[config.mk]
export PLATFORM = sky130hd
export DESIGN_NAME = hybrid_wakeup_window
export DESIGN_NICKNAME = d
export VERILOG_FILES = /design/src/rtl/hw_pkg.sv /design/src/rtl/hw_enable_gen.sv /design/src/rtl/hw_tag_match.sv /design/src/rtl/hybrid_wakeup_window.sv
export SDC_FILE = /design/constraint.sdc
export NUM_CORES = 1
export LEC_CHECK = 0
export BUFFER_PORTS_ARGS = -buffer_cell sky130_fd_sc_hd__buf_2
export CORE_MARGIN = 2
export CORE_UTILIZATION = 56
export DETAILED_ROUTE_END_ITERATION = 6
export HOLD_SLACK_MARGIN = 0.06
export PLACE_DENSITY = 0.81
export SLEW_MARGIN = 40
export SYNTH_ARGS = -nofsm -noshare
export SYNTH_HDL_FRONTEND = slang
export SYNTH_HIERARCHICAL = 1
export SYNTH_SLANG_ARGS = --single-unit
export TNS_END_PERCENT = 1
[constraint.sdc]
create_clock -name clk -period 5.1 [get_ports clk]
set_input_delay 0.255 -clock clk [delete_from_list [all_inputs] [get_ports clk]]
set_output_delay 0.255 -clock clk [all_outputs]
set_load 0.005 [all_outputs]
[src/rtl/hw_pkg.sv]
package hw_pkg;
    typedef enum logic [1:0] {
        WK_NONE  = 2'd0,
        WK_INDEX = 2'd1,
        WK_BCAST = 2'd2
    } wake_kind_e;
endpackage

[src/rtl/hw_enable_gen.sv]
module hw_enable_gen
    import hw_pkg::*;
#(
    parameter int N    = 8,
    parameter int IDXW = $clog2(N),
    parameter int CNTW = $clog2(N + 1)
) (
    input  wake_kind_e      kind,
    input  logic [IDXW-1:0] link,
    input  logic [IDXW-1:0] src_slot,
    input  logic [N-1:0]    listen,
    input  logic [N-1:0]    valid,
    output logic [N-1:0]    enable,
    output logic [CNTW-1:0] count
);
    always_comb begin
        enable = '0;
        unique case (kind)
            WK_INDEX: enable[link] = 1'b1;
            WK_BCAST: begin
                enable = listen & valid;
                enable[src_slot] = 1'b0;
            end
            default: enable = '0;
        endcase
        count = '0;
        for (int i = 0; i < N; i++) begin
            count = count + CNTW'(enable[i]);
        end
    end
endmodule

[src/rtl/hw_tag_match.sv]
module hw_tag_match #(
    parameter int N    = 8,
    parameter int TAGW = 6
) (
    input  logic [N-1:0]           enable,
    input  logic [TAGW-1:0]        tag,
    input  logic [N-1:0][TAGW-1:0] s0_tag,
    input  logic [N-1:0][TAGW-1:0] s1_tag,
    input  logic [N-1:0]           s0_rdy,
    input  logic [N-1:0]           s1_rdy,
    output logic [N-1:0]           set0,
    output logic [N-1:0]           set1
);
    for (genvar i = 0; i < N; i++) begin : g_cmp
        assign set0[i] = enable[i] && !s0_rdy[i] && (s0_tag[i] == tag);
        assign set1[i] = enable[i] && !s1_rdy[i] && (s1_tag[i] == tag);
    end
endmodule

[src/rtl/hybrid_wakeup_window.sv]
module hybrid_wakeup_window
    import hw_pkg::*;
#(
    parameter int N          = 8,
    parameter int TAGW       = 6,
    parameter bit STALL_MODE = 1'b0,
    localparam int IDXW      = $clog2(N),
    localparam int CNTW      = $clog2(N + 1)
) (
    input  logic            clk,
    input  logic            rst_n,
    input  logic            disp_valid,
    input  logic [IDXW-1:0] disp_slot,
    input  logic [TAGW-1:0] disp_dst,
    input  logic [TAGW-1:0] disp_src0_tag,
    input  logic            disp_src0_rdy,
    input  logic [IDXW-1:0] disp_src0_prod,
    input  logic [TAGW-1:0] disp_src1_tag,
    input  logic            disp_src1_rdy,
    input  logic [IDXW-1:0] disp_src1_prod,
    output logic            disp_accept,
    input  logic            cmp_valid,
    input  logic [IDXW-1:0] cmp_slot,
    input  logic [N-1:0]    squash_mask,
    output logic [N-1:0]    entry_valid,
    output logic [N-1:0]    entry_ready,
    output logic [CNTW-1:0] cmp_enable_cnt
);
    typedef struct packed {
        logic [N-1:0]           vld;
        logic [N-1:0][TAGW-1:0] s0t;
        logic [N-1:0][TAGW-1:0] s1t;
        logic [N-1:0]           s0r;
        logic [N-1:0]           s1r;
        logic [N-1:0][TAGW-1:0] dst;
        logic [N-1:0][IDXW-1:0] link;
        logic [N-1:0]           free;
        logic [N-1:0]           bcast;
        logic [N-1:0]           snoop;
    } state_t;

    state_t q, d;

    logic            fire;
    wake_kind_e      kind;
    logic [N-1:0]    cmp_en;
    logic [N-1:0]    set0, set1;
    logic [N-1:0]    bcast_vec, snoop_vec;
    logic [1:0][IDXW-1:0] prod;
    logic [1:0]           src_rdy;

    assign bcast_vec = q.bcast;
    assign snoop_vec = q.snoop;
    assign fire      = cmp_valid && q.vld[cmp_slot];

    always_comb begin
        if (!fire)                 kind = WK_NONE;
        else if (q.bcast[cmp_slot]) kind = WK_BCAST;
        else if (!q.free[cmp_slot]) kind = WK_INDEX;
        else                       kind = WK_NONE;
    end

    hw_enable_gen #(.N(N), .IDXW(IDXW), .CNTW(CNTW)) u_en (
        .kind     (kind),
        .link     (q.link[cmp_slot]),
        .src_slot (cmp_slot),
        .listen   (snoop_vec),
        .valid    (q.vld),
        .enable   (cmp_en),
        .count    (cmp_enable_cnt)
    );

    hw_tag_match #(.N(N), .TAGW(TAGW)) u_match (
        .enable (cmp_en),
        .tag    (q.dst[cmp_slot]),
        .s0_tag (q.s0t),
        .s1_tag (q.s1t),
        .s0_rdy (q.s0r),
        .s1_rdy (q.s1r),
        .set0   (set0),
        .set1   (set1)
    );

    always_comb begin
        prod[0]    = disp_src0_prod;
        prod[1]    = disp_src1_prod;
        src_rdy[0] = disp_src0_rdy || (fire && disp_src0_prod == cmp_slot);
        src_rdy[1] = disp_src1_rdy || (fire && disp_src1_prod == cmp_slot);
        disp_accept = 1'b1;
        if (STALL_MODE) begin
            for (int k = 0; k < 2; k++) begin
                if (!src_rdy[k] && !q.free[prod[k]]) disp_accept = 1'b0;
            end
        end
    end

    always_comb begin
        d = q;
        d.s0r = q.s0r | set0;
        d.s1r = q.s1r | set1;
        if (fire) d.vld[cmp_slot] = 1'b0;
        d.vld = d.vld & ~squash_mask;
        if (disp_valid && disp_accept) begin
            d.vld[disp_slot]   = 1'b1;
            d.s0t[disp_slot]   = disp_src0_tag;
            d.s1t[disp_slot]   = disp_src1_tag;
            d.dst[disp_slot]   = disp_dst;
            d.s0r[disp_slot]   = src_rdy[0];
            d.s1r[disp_slot]   = src_rdy[1];
            d.link[disp_slot]  = '0;
            d.free[disp_slot]  = 1'b1;
            d.bcast[disp_slot] = 1'b0;
            d.snoop[disp_slot] = 1'b0;
            for (int k = 0; k < 2; k++) begin
                if (!src_rdy[k]) begin
                    if (d.free[prod[k]]) begin
                        d.link[prod[k]] = disp_slot;
                        d.free[prod[k]] = 1'b0;
                    end else if (d.link[prod[k]] != disp_slot) begin
                        if (!d.bcast[prod[k]]) begin
                            d.bcast[prod[k]] = 1'b1;
                            d.snoop[d.link[prod[k]]] = 1'b1;
                        end
                        d.snoop[disp_slot] = 1'b1;
                    end
                end
            end
        end
        for (int i = 0; i < N; i++) begin
            if (d.s0r[i] && d.s1r[i]) d.snoop[i] = 1'b0;
        end
    end

    always_ff @(posedge clk) begin
        if (!rst_n) begin
            q      <= '0;
            q.free <= '1;
        end else begin
            q <= d;
        end
    end

    assign entry_valid = q.vld;
    assign entry_ready = q.vld & q.s0r & q.s1r;
endmodule

Yosys cells after proc, flatten, opt, wreduce, memory -nomap -nowiden
Cells that the tools add are included. Widths: inputs -> output; s select.

Bits in registers: 216.

Add/subtract/negate cells: 7. $lt $le $gt $ge: 14. Equal/unequal tests: 22. Muxes and demuxes: 76. Bitwise logic cells: 28. Reduce and logical (&&, ||, !) cells: 76.

Operators with widths (count): $mux 16 (14); $mux 216 (1); $bwmux 48 (3); $mux 48 (3); $eq 6x6->1 (16); $and 8x8->8 (10); $or 8x8->8 (10); $mux 32 (2); $logic_and 1x1->1 (50); $bwmux 24 (2); $not 8->8 (5); $lt 3x4->1 const B (7); $bmux 3 s3 (3); $demux 3 s3 (3); $add 4x1->4 (6); $and 24x24->24 (1); $not 24->24 (1); $bmux 1 s3 (7); $demux 1 s3 (7); $ge 3x1->1 const B (7); $bmux 6 s3 (1); $demux 6 s3 (1); $mux 3 (6); $bwmux 8 (2); other kinds (14) (55).

Depth between registers and ports, before layout
Gate-level depths: netlist (run 1).

Depth after elaboration: 42. Depth in mapped cells: 22.

Hierarchy
Netlist (run 1), hierarchy kept.

By module, submodules not included: hybrid_wakeup_window (times used 1, cells each 1406, area an instance 11134.4 um2, sequential area each 4324.1 um2); hw_tag_match (times used 1, cells each 156, area an instance 1362.6 um2, sequential area each 0.0 um2); hw_enable_gen (times used 1, cells each 60, area an instance 479.2 um2, sequential area each 0.0 um2).

Worst setup path after synthesis (run 1)
No wires, ideal clock.

Path type: in2out. Start point: in cmp_slot[0]. End point: out cmp_enable_cnt[2]. Arrival time: 4.832 ns. Slack: 0.013 ns. Stages on the path: 21. Cell sequence: buf_2 -> mux2i_1 -> mux4_2 -> nor2b_1 -> clkbuf_1 -> and4_1 -> inv_1 -> ha_1 -> or3b_1 -> buf_2 -> o32a_1 -> fa_1 -> inv_1 -> fa_1 -> inv_1 -> fa_1 -> inv_1 -> ha_1 -> inv_1 -> fa_1 -> xnor2_1.

Word-level cells in the longest chain between the ends: 14. Elaborated cells on any way between the ends: 34. Classes of those cells: 7 x add/sub; 4 x order compare; 2 x eq/ne; 16 x mux; 2 x bitwise; 3 x reduce/logical.

Ends and longest elaborated chain: from (decl) (RTL line hybrid_wakeup_window.sv:23) `input logic [IDXW-1:0] cmp_slot,`; $bmux 1 s3 (RTL line hybrid_wakeup_window.sv:59) `else if (!q.free[cmp_slot]) kind = WK_INDEX;`; $mux 1 (not written as such) (RTL line hybrid_wakeup_window.sv:59); $mux 1 (RTL line hybrid_wakeup_window.sv:59); $mux 2 (RTL line hybrid_wakeup_window.sv:58) `else if (q.bcast[cmp_slot]) kind = WK_BCAST;`; $mux 2 (*) (RTL line hybrid_wakeup_window.sv:57) `if (!fire) kind = WK_NONE;`; named net kind[0] (RTL line hybrid_wakeup_window.sv:45) `wake_kind_e kind;`; $eq 2x2->1 / $eq 2x1->1 (equally long branches) (RTL line hw_enable_gen.sv:18) `unique case (kind)`; $pmux 8 s2 (*) (RTL line hw_enable_gen.sv:18); $add 1x1->2 (RTL line hw_enable_gen.sv:28) `count = count + CNTW'(enable[i]);`; $add 4x1->4 (5 in a row) (RTL line hw_enable_gen.sv:28); $add 4x1->4 (*) (RTL line hw_enable_gen.sv:28); to (decl) (RTL line hybrid_wakeup_window.sv:27) `output logic [CNTW-1:0] cmp_enable_cnt`.

Mark *: on every way through the listed nets, which the timed path passes. The rest lies on a longest branch. The select of a mux whose other input is x is not followed.

Worst setup path after layout (run 1)
Start point: reg q, in the netlist entry_valid[7]. End point: out cmp_enable_cnt[1].

Word-level cells in the longest chain between the ends: 13. Elaborated cells on any way between the ends: 16. Classes of those cells: 7 x add/sub; 2 x eq/ne; 4 x mux; 2 x bitwise; 1 x reduce/logical.

Ends and longest elaborated chain: from (decl) (RTL line hybrid_wakeup_window.sv:42) `state_t q, d;`; $bmux 1 s3 (*) (RTL line hybrid_wakeup_window.sv:54) `assign fire = cmp_valid && q.vld[cmp_slot];`; $mux 1 (not written as such) (*) (RTL line hybrid_wakeup_window.sv:54); $logic_and 1x1->1 (*) (RTL line hybrid_wakeup_window.sv:54); $mux 2 (*) (RTL line hybrid_wakeup_window.sv:57); named net kind[0] (RTL line hybrid_wakeup_window.sv:45); $eq 2x2->1 / $eq 2x1->1 (equally long branches) (RTL line hw_enable_gen.sv:18); $pmux 8 s2 (*) (RTL line hw_enable_gen.sv:18); $add 1x1->2 (RTL line hw_enable_gen.sv:28); $add 4x1->4 (5 in a row) (RTL line hw_enable_gen.sv:28); $add 4x1->4 (*) (RTL line hw_enable_gen.sv:28).

Marks and branches as above.

==> impl_metrics.ini, run 1 <==
[outcome]
status = finished with violations
violations = setup timing

[synthesis]
syn_avg_cell_area_um2 = 8.00
synth_mux_area_share_pct = 0.646
synth_fa_ha_area_share_pct = 1.10
synth_fp_nets = 1675
synth_top_family_by_area = simple AND/OR/NAND/NOR gates
yosys_warnings = 6
synth_ff_type = dfxtp_1
synth-compound-area-share_pct = 24.8
ys_ff_latch = 216
yosys.area.top_type_share_pct = 33.3
synth_xor_area_share_pct = 7.60
yosys.area.top_type = dfxtp_1
synthArstFlopShare_pct = 0
synth_seq_area_share_pct = 33.3
synthSimpleGateAreaFrac_pct = 25.8
netlist_area_um2 = 13000
synth_edf_count = 0
yosys-top-cells-area = dfxtp_1, nand2_1, a21boi_0
synth_cells = 1622
yosysUniqueCellTypes = 81

[global_route]
grt_overflow = 0
grt_usage_pct = 38.0
grt_pass1_wl_mm = 71.4
grt_max_degree = 130
first_global_vias = 12100
antenna_found_initial = 0

[detailed_routing]
vias = 13000
drt-total-wl_mm = 47.3
dr.pass1.iters = 6
viasPerCell = 6.68
drt_iter0_markers = 1720
avgRoutedWirePerCell_um = 24.2
ant_nets = 0
drc = 0

[placed_design]
dp_slack_ns = -0.161
port_buffers = 63
dpl.cell_count = 1903
dpl.hpwl_mm = 33.1
finalWeightedCongestion = 1.01

[timing]
maxSlewHeadroom_pct = 43.2
rsz0062_at_grt = yes
tightest_slew_ns = 0.852
setup_viol = 3
fmax_mhz = 184
skew_ns = 0.0139
final-hold-violation-count = 0
drv_slew = 0
period_share_pct = 106
finalCriticalPeriod_ns = 5.42
final.setup.worst_slack_ns = -0.323

[pwr]
powerDensity_nw_per_um2 = 284
vdd_drop_max_mv = 0.263
p_leak_uw = 0.00533

[floorplanning]
core.rowCount = 55
fp.coreArea_um2 = 22700
io_pins = 65
die-height_um = 156
die_x_um = 156
start_util_pct = 57.1
die-area_um2 = 24400

[clocking]
cts_tree = done
insertion_delay_ns = 0.53
path_clk_slew_ns = 0.06
numCtsBuffers = 25
cts_sinks = 216
clk_root_buffer_cell = clkbuf_16
cts.path.max_buffers = 3
cts.htree.levels = 1

[setup_path]
required_ns = 4.85
worst-setup-path-type = flop to primary output
cp.arrival_ns = 5.17
crit_path_end_kind = primary output
critPathMaxFanout = 2
startpoint_type = flop

[finish]
final_common_cell = nand2_1
antenna_cells = 0
postLayoutCoreUtil_pct = 63.6
multi_input_area_um2 = 7860
regArea_um2 = 4330
final_cell_mix = nand2_1, dfxtp_1, a21boi_0
final_nets = 1703
fin_cells = 1953
drive_above_1_share_pct = 15.4
area_growth_pct = 11.3
fillCellCount = 1960

[run]
max_cap_viol_count = 0

[hold_path]
min_path_type = input pin to flop
worst max-delay path: stages (launching register included):
cell and delay [ns]:
dfxtp_2 0.33, mux2i_1 0.07, mux4_2 0.52, nor2b_4 0.15
and4_1 0.21, buf_4 0.11, buf_4 0.09, ha_1 0.16
or3b_4 0.38, o32a_1 0.18, fa_1 0.49, inv_1 0.05
fa_1 0.47, inv_1 0.05, fa_1 0.44, inv_1 0.07
ha_1 0.15, inv_1 0.06, fa_2 0.51, inv_1 0.03
buf_2 0.11
stage by stage:
step                      total power [uW]  setup TNS, ns  hold slack (ns)  instance area (um2)
after floorplan                       2150              0            0.443                13000
after global placement                2320        -0.0361            0.455                13500
after detailed placement              2330         -0.286            0.460                13500
after CTS                             4080         -0.540           0.0634                14400
after global routing                  4210          -1.18           0.0701                14400
final                                 4110         -0.616           0.0778                14400
metal layers:
metal	track usage [%]	share of wire, %
met5	0	0
met1	53.2	41
met4	13.9	4.2
met3	8.56	12
met2	57.4	43
cell usage after synthesis, drive strengths merged, types with 24 or more instances:
master	n
a21boi	151
a21oi	39
a221oi	29
a22oi	24
buf	59
clkbuf	95
dfxtp	216
nand2	380
nand3	53
nand3b	27
nor2	39
nor2b	28
nor4	24
o21ai	53
xnor2	74
xor2	36
repair_timing:
| item | in CTS | in global routing |
|---|---|---|
| endpoints found under the setup margin | 4 | 4 |
| resized for setup | 11 | 5 |
| endpoints found under the hold margin | 10 | 0 |
| setup buffers | 2 | 0 |
| pin swaps | 2 | 2 |
| hold buffers | 3 | 0 |
worst paths after layout:
kind	cells after the start	to	from	slack (ns)
worst min-delay path	3	flop	disp_dst[1]	0.08
worst max-delay path	20	cmp_enable_cnt[1]	entry_valid[7]$_SDFF_PN0_	-0.32
worst max register to register	16	snoop_vec[0]$_SDFFE_PP0P_	entry_valid[7]$_SDFF_PN0_	0.96
worst min register to register	2	flop	flop	0.47
kinds of logic after synthesis:
kind of cell    count (synthesis)
mux                             7
fa+ha+maj                       9
flops                         216
xor+xnor                      110
simple gates                  674
other cells                     1
buf+inv                       167
compound gates                438
power breakdown:
group,switching (uW),internal [uW]
clock,747,1040
sequential,37.5,1730
combinational,359,193
final cells by class:
class | instances | share of cell area, %
multi-input cells | 1239 | 54.4
clock inverters | 8 | 0.693
clock buffers | 37 | 4.99
repair buffers | 155 | 7.06
inverters | 13 | 0.338
flip-flops and latches | 216 | 30.0
well taps | 285 | 2.47
Note: power is estimated with default switching activity, not from simulation.
==> run 2: changes to the inputs <==
CORE_UTILIZATION = 67   (was 56)
PLACE_DENSITY = 0.9   (was 0.81)
clock period = 6.35 ns   (was 5.1 ns; I/O delays follow)
==> run 2 against run 1 <==
  * The flow finishes with violations (DRC)
  * Sequential share of layout area rose by 1.2 points
  * Largest cell class unchanged
  * Utilization rose by 10 points
  * Global-route usage rose by 11 points
  * Final cell count fell by 4.5%
  * Sequential power fell by 19%
  * Clock power fell by 24%
  * Critical path type unchanged
  * Largest power group is now registers
  * Clock-buffer cell count fell by 8
  * Register-to-register slack improved by 0.46 ns
  * Clock skew rose by 0.013 ns
  * Flip-flop and latch count did not move
  * Critical path depth did not move
==> impl_metrics.ini, run 2 (same netlist as run 1, synthesis figures left out) <==
[outcome]
status = finished with violations
violations = DRC

[finish]
area_growth_pct = 6.91
drive_above_1_share_pct = 12.0
final_cell_mix = nand2_1, dfxtp_1, a21boi_0
fillCellCount = 1326
final_common_cell = nand2_1
final_nets = 1642

[clocking]
clk_root_buffer_cell = clkbuf_16
cts.htree.levels = 1
cts_hold_buf = 0
cts_sinks = 216
insertion_delay_ns = 0.54
cts.repair.resized = 0
cts_tree = done
path_clk_slew_ns = 0.06
cts.path.max_buffers = 3
numCtsBuffers = 23
cts_setup_buffers = 0

[floorplanning]
start_util_pct = 68.9
fp.coreArea_um2 = 18800
die-height_um = 143
die_x_um = 143
io_pins = 65
core.rowCount = 50
die-area_um2 = 20500

[setup_path]
critical_path_cell_count = 20
slowest_delay_ns = 0.52
cp.arrival_ns = 5.77
crit_slowest_cell = mux4_2
crit_family = adder cells
critPathMaxFanout = 9
crit_path_end_kind = primary output
startpoint_type = flop
reg2reg_from = entry_valid[1]$_SDFF_PN0_
crit_buf_inv = 7
startpoint = entry_valid[1]$_SDFF_PN0_
crit_top_cell = inv_1
r2r_slack_ns = 1.42
worst-setup-path-type = flop to primary output
rr_worst_depth = 16
required_ns = 6.03
rr_endpoint = snoop_vec[6]$_SDFFE_PP0P_
crit_path_end = cmp_enable_cnt[2]
crit_chain = mux2i_1 > mux4_2 > nor2b_1 > buf_4 > and4_1 > inv_1 > ha_1 > or3b_1 > o32a_1 > fa_1 > inv_1 > fa_1 > inv_1 > fa_1 > inv_1 > ha_1 > inv_1 > fa_1 > xnor2_1 > buf_2

[timing]
setup_viol = 0
final-hold-violation-count = 0
rsz0062_at_grt = no
fmax_mhz = 164
maxSlewHeadroom_pct = 38.8
finalCriticalPeriod_ns = 6.09
drv_slew = 0
final.setup.tns_ns = 0
tightest_slew_ns = 0.915
skew_ns = 0.0272
period_share_pct = 95.9

[detailed_routing]
dr.pass1.iters = 7
drc = 16
drt_iter0_markers = 2131
ant_nets = 0
vias = 13600
viasPerCell = 7.30
avgRoutedWirePerCell_um = 27.1
drt-total-wl_mm = 50.6

[placed_design]
finalWeightedCongestion = 1.07
port_buffers = 63
dpl.hpwl_mm = 33.4

[pwr]
vdd_drop_max_mv = 0.234
powerDensity_nw_per_um2 = 231
power.total_uw = 3210
p_leak_uw = 0.00498

[global_route]
grt_overflow = 0
grt_usage_pct = 48.8
grt_max_degree = 83
antenna_found_initial = 3
grt_pass1_wl_mm = 76.1
first_global_vias = 12900

[run]
max_cap_viol_count = 0

[hold_path]
min_path_type = input pin to flop
-- run 2: changes by cell type in the layout (fill, tap and decap cells not counted), sizes merged --
cell         change
clkbuf           -8
diode            +2
clkinv           +3
buf             -56
dlygate4sd3      -3
-- run 2: power by group --
group / switching (uW) / internal [uW] / total (uW)
registers: 38.1 / 1390 / 1430
clock network: 602 / 762 / 1360
logic: 285 / 137 / 421
-- run 2: metrics by stage --
stage               hold WS (ns)  cell area (um2)  utilization (%)  setup slack, ns  std cells
finish                     0.115            13900             73.7            0.262       1866
global route               0.136            13900             73.7           0.0215       1866
CTS                        0.118            13800             73.4            0.318       1864
detailed placement         0.461            13100             69.5            0.570       1824
global placement           0.451            13100             69.4            0.729       1824
floorplan                  0.443            13000                -             1.14       1622
-- run 2: worst min-delay path, delay by kind of cell --
kind	cells	cell delay [ns]
AND/OR/NAND/NOR	1	0.06
AO/OA/AOI/OAI	1	0.06
buffers and inverters	1	0.15
-- run 2: how the worst min path moves through the flow --
| stage | from | end | slack [ns] | cells after the start |
|---|---|---|---|---|
| floorplan | flop | flop | 0.44 | 2 |
| global placement | flop | flop | 0.45 | 2 |
| detailed placement | flop | flop | 0.46 | 2 |
| CTS | disp_dst[1] | flop | 0.12 | 3 |
| global route | disp_src0_tag[5] | flop | 0.14 | 3 |
| finish | disp_dst[1] | flop | 0.11 | 3 |
-- run 2: cell type report --
type | count | area [um2] | area share (%)
flip-flops and latches | 216 | 4320 | 31.2
diodes | 2 | 5.00 | 0.0361
inverters | 13 | 48.8 | 0.352
repair buffers | 96 | 566 | 4.08
well taps | 260 | 325 | 2.34
clock buffers | 29 | 638 | 4.60
multi-input cells | 1239 | 7860 | 56.6
clock inverters | 11 | 110 | 0.794
-- run 2: metal layers --
metal	track usage [%]	share of wire (%)
met2	71.6	41
met1	64.1	36
met4	26.6	7.1
met5	0	0
met3	14.9	16
==> run 3: changes to the inputs <==
--- a/config.mk
+++ b/config.mk
@@ -11,9 +11,8 @@
 export DETAILED_ROUTE_END_ITERATION = 6
 export HOLD_SLACK_MARGIN = 0.06
-export PLACE_DENSITY = 0.9
+export PLACE_DENSITY = 0.86
 export SLEW_MARGIN = 40
 export SYNTH_ARGS = -nofsm -noshare
 export SYNTH_HDL_FRONTEND = slang
-export SYNTH_HIERARCHICAL = 1
 export SYNTH_SLANG_ARGS = --single-unit
 export TNS_END_PERCENT = 1
==> constraint.sdc (replaced) <==
create_clock -name clk -period 6.35 [get_ports clk]
set_input_delay 0.3175 -clock clk [delete_from_list [all_inputs] [get_ports clk]]
set_output_delay 0.3175 -clock clk [all_outputs]
set_load 0.01 [all_outputs]
==> run 3 against run 2 <==
  * The run now ends clean
  * Utilization fell by 0.51 points
  * Clock-buffer cell count rose by 7
  * Worst hold slack got worse by 0.0065 ns
  * Setup slack improved by 0.034 ns
  * Clock power barely moved
  * Non-clock buffer count fell by 7
  * Largest cell class unchanged
==> impl_metrics.ini, run 3 <==
[setup_path]
crit_path_end_kind = primary output
crit_path_end = cmp_enable_cnt[1]
startpoint = entry_valid[7]$_SDFF_PN0_
rr_endpoint = bcast_vec[7]$_SDFFE_PN0P_
crit_slowest_cell = fa_1
crit_chain = mux2_1 > mux4_2 > and2_1 > nand3_1 > inv_1 > ha_1 > or3b_2 > o22a_1 > inv_1 > ha_1 > fa_1 > fa_1 > inv_1 > fa_1 > inv_1 > fa_1 > buf_2
r2r_slack_ns = 1.88
startpoint_type = flop
required_ns = 6.03
worst-setup-path-type = flop to primary output
reg2reg_from = entry_valid[7]$_SDFF_PN0_
slowest_delay_ns = 0.51
critPathMaxFanout = 11
cp.arrival_ns = 5.74
rr_worst_depth = 11

[synthesis]
synth_fp_nets = 1679
yosys-top-cells-area = dfxtp_1, nand2_1, a21boi_0
synth_edf_count = 0
yosys.area.top_type = dfxtp_1
yosys.area.top_type_share_pct = 33.8
synthArstFlopShare_pct = 0
synth_ff_type = dfxtp_1
ys_ff_latch = 216
yosys-top-cells-count = nand2_1, dfxtp_1, a21boi_0
synth_most_common_cell = nand2_1
synth_cells = 1626
netlist_area_um2 = 12800
yosysUniqueCellTypes = 80
yosys_warnings = 0
syn_avg_cell_area_um2 = 7.88
synth_seq_area_share_pct = 33.8

[timing]
setup_viol = 0
final.setup.worst_slack_ns = 0.296
tightest_slew_ns = 0.857
rsz0062_at_grt = no
skew_ns = 0.0146
drv_slew = 0
maxSlewHeadroom_pct = 42.7
fmax_mhz = 165
final-hold-violation-count = 0
period_share_pct = 95.3
final.setup.tns_ns = 0
finalCriticalPeriod_ns = 6.05

[finish]
multi_input_area_um2 = 7720
final_cell_mix = nand2_1, dfxtp_1, a21boi_0
area_growth_pct = 6.88
final_common_cell = nand2_1
fillCellCount = 1423
drive_above_1_share_pct = 10.9
final_nets = 1638
regArea_um2 = 4320

[detailed_routing]
dr.pass1.iters = 6
drt-total-wl_mm = 46.5
avgRoutedWirePerCell_um = 25.3
viasPerCell = 6.95
drc = 0
drt_iter0_markers = 1732
vias = 12800
ant_nets = 0

[pwr]
p_comb_share_pct = 14.2
powerDensity_nw_per_um2 = 239
p_seq_share_pct = 43.7
p_leak_uw = 0.00488
power_switching_uw = 918
pwr-share-clk_pct = 42.1
vdd_drop_max_mv = 0.247
power.total_uw = 3270
p_sw_share_pct = 28.1
internal_power_uw = 2350

[clocking]
cts_sinks = 216
cts_setup_buffers = 0
path_clk_slew_ns = 0.06
cts_hold_buf = 0
insertion_delay_ns = 0.53
numCtsBuffers = 23
cts.repair.resized = 0
cts_tree = done
clk_root_buffer_cell = clkbuf_16
cts.path.max_buffers = 3
cts.htree.levels = 1

[floorplanning]
core.rowCount = 50
start_util_pct = 68.5
fp.coreArea_um2 = 18700
die-area_um2 = 20200
io_pins = 65
die_x_um = 142
die-height_um = 142

[global_route]
grt_use_met3_pct = 8.24
grt_pass1_wl_mm = 70.3
grt_overflow = 0
grt_usage_pct = 45.5
first_global_vias = 12000
grt_util_met2_pct = 71.3
grt_max_degree = 84
grt_util_met1_pct = 56.7
grt.busiest_layer = met2
antenna_found_initial = 1

[placed_design]
finalWeightedCongestion = 1.07
dp_slack_ns = 0.443
port_buffers = 63
dpl.hpwl_mm = 32.4

[hold_path]
min_path_type = input pin to flop

[run]
max_cap_viol_count = 0

[outcome]
status = finished clean
## run 3: cell types whose count changed in the layout (fill, tap and decap cells not counted), sizes merged, moves of 11 or more
| cell | before | now |
|---|---|---|
| nand3 | 53 | 17 |
| a221oi | 29 | 3 |
| and2 | 7 | 32 |
| o21ai | 53 | 75 |
| a22oi | 24 | 41 |
| a31oi | 11 | 27 |
| nand3b | 27 | 11 |
| a41oi | 1 | 14 |
| nor4 | 24 | 13 |
| o311a | 11 | 0 |
## run 3: cell type report
cell class / instances / area share (%)
clock inverter: 5 / 0.494
timing repair buffer: 89 / 3.75
antenna: 1 / 0.0183
tap: 234 / 2.14
sequential: 216 / 31.6
inverter: 16 / 0.439
multi-input combinational: 1239 / 56.4
clock buffer: 36 / 5.15
## run 3: critical path: cells and delay by family (launching register included)
| family | cells | cell delay, ns |
|---|---|---|
| flip-flops | 1 | 0.37 |
| buffers and inverters | 5 | 0.48 |
| AO/OA/AOI/OAI | 1 | 0.23 |
| AND/OR/NAND/NOR | 3 | 0.99 |
| adder cells (fa/ha/maj) | 6 | 2.35 |
| multiplexers | 2 | 0.78 |
## run 3: cell families (layout without fill, tap and decap cells)
group           count (synthesis)  after routing  synth area share (%)
flops                         216            216                  33.8
mux                            28             28                  2.59
simple gates                  630            630                  23.2
xor+xnor                      115            115                  7.92
other cells                     1              2                0.0293
fa+ha+maj                       9              9                  1.11
compound gates                456            456                  25.2
buf+inv                       171            146                  6.18
## run 3: power groups by stage
| stage | Clock [uW] | Combinational, uW | Sequential [uW] |
|---|---|---|---|
| final | 1380 | 462 | 1430 |
| after global routing | 1420 | 487 | 1430 |
| after detailed placement | 0 | 440 | 1450 |
| after CTS | 1370 | 443 | 1420 |
| after floorplan | 0 | 325 | 1440 |
| after global placement | 0 | 432 | 1450 |
## run 3: routing by layer
metal  part of all wire (%)  wire length, um  up-vias
met5                      0                0        -
met4                    9.1             4220        0
met3                     11             5280      297
met2                     44            20400      964
met1                     36            16600     5931
li1                       -                -     5566
## run 3: how the worst min path moves through the flow
stage / start / to / slack [ns] / depth (start not counted)
2_1_floorplan: flop / flop / 0.44 / 2
3_3_place_gp: flop / flop / 0.45 / 2
3_5_place_dp: flop / flop / 0.46 / 2
4_1_cts: disp_dst[3] / flop / 0.10 / 3
5_1_grt: disp_dst[3] / flop / 0.14 / 3
6_report: disp_dst[3] / flop / 0.11 / 3
## run 3: through the flow
step | cell area, um2 | hold WS [ns] | instances | util (%)
after global routing | 13700 | 0.136 | 1835 | 73.2
after floorplan | 12800 | 0.440 | 1626 | -
final | 13700 | 0.108 | 1836 | 73.2
after global placement | 12900 | 0.448 | 1794 | 68.9
after CTS | 13700 | 0.100 | 1835 | 73.1
after detailed placement | 12900 | 0.456 | 1794 | 69.0
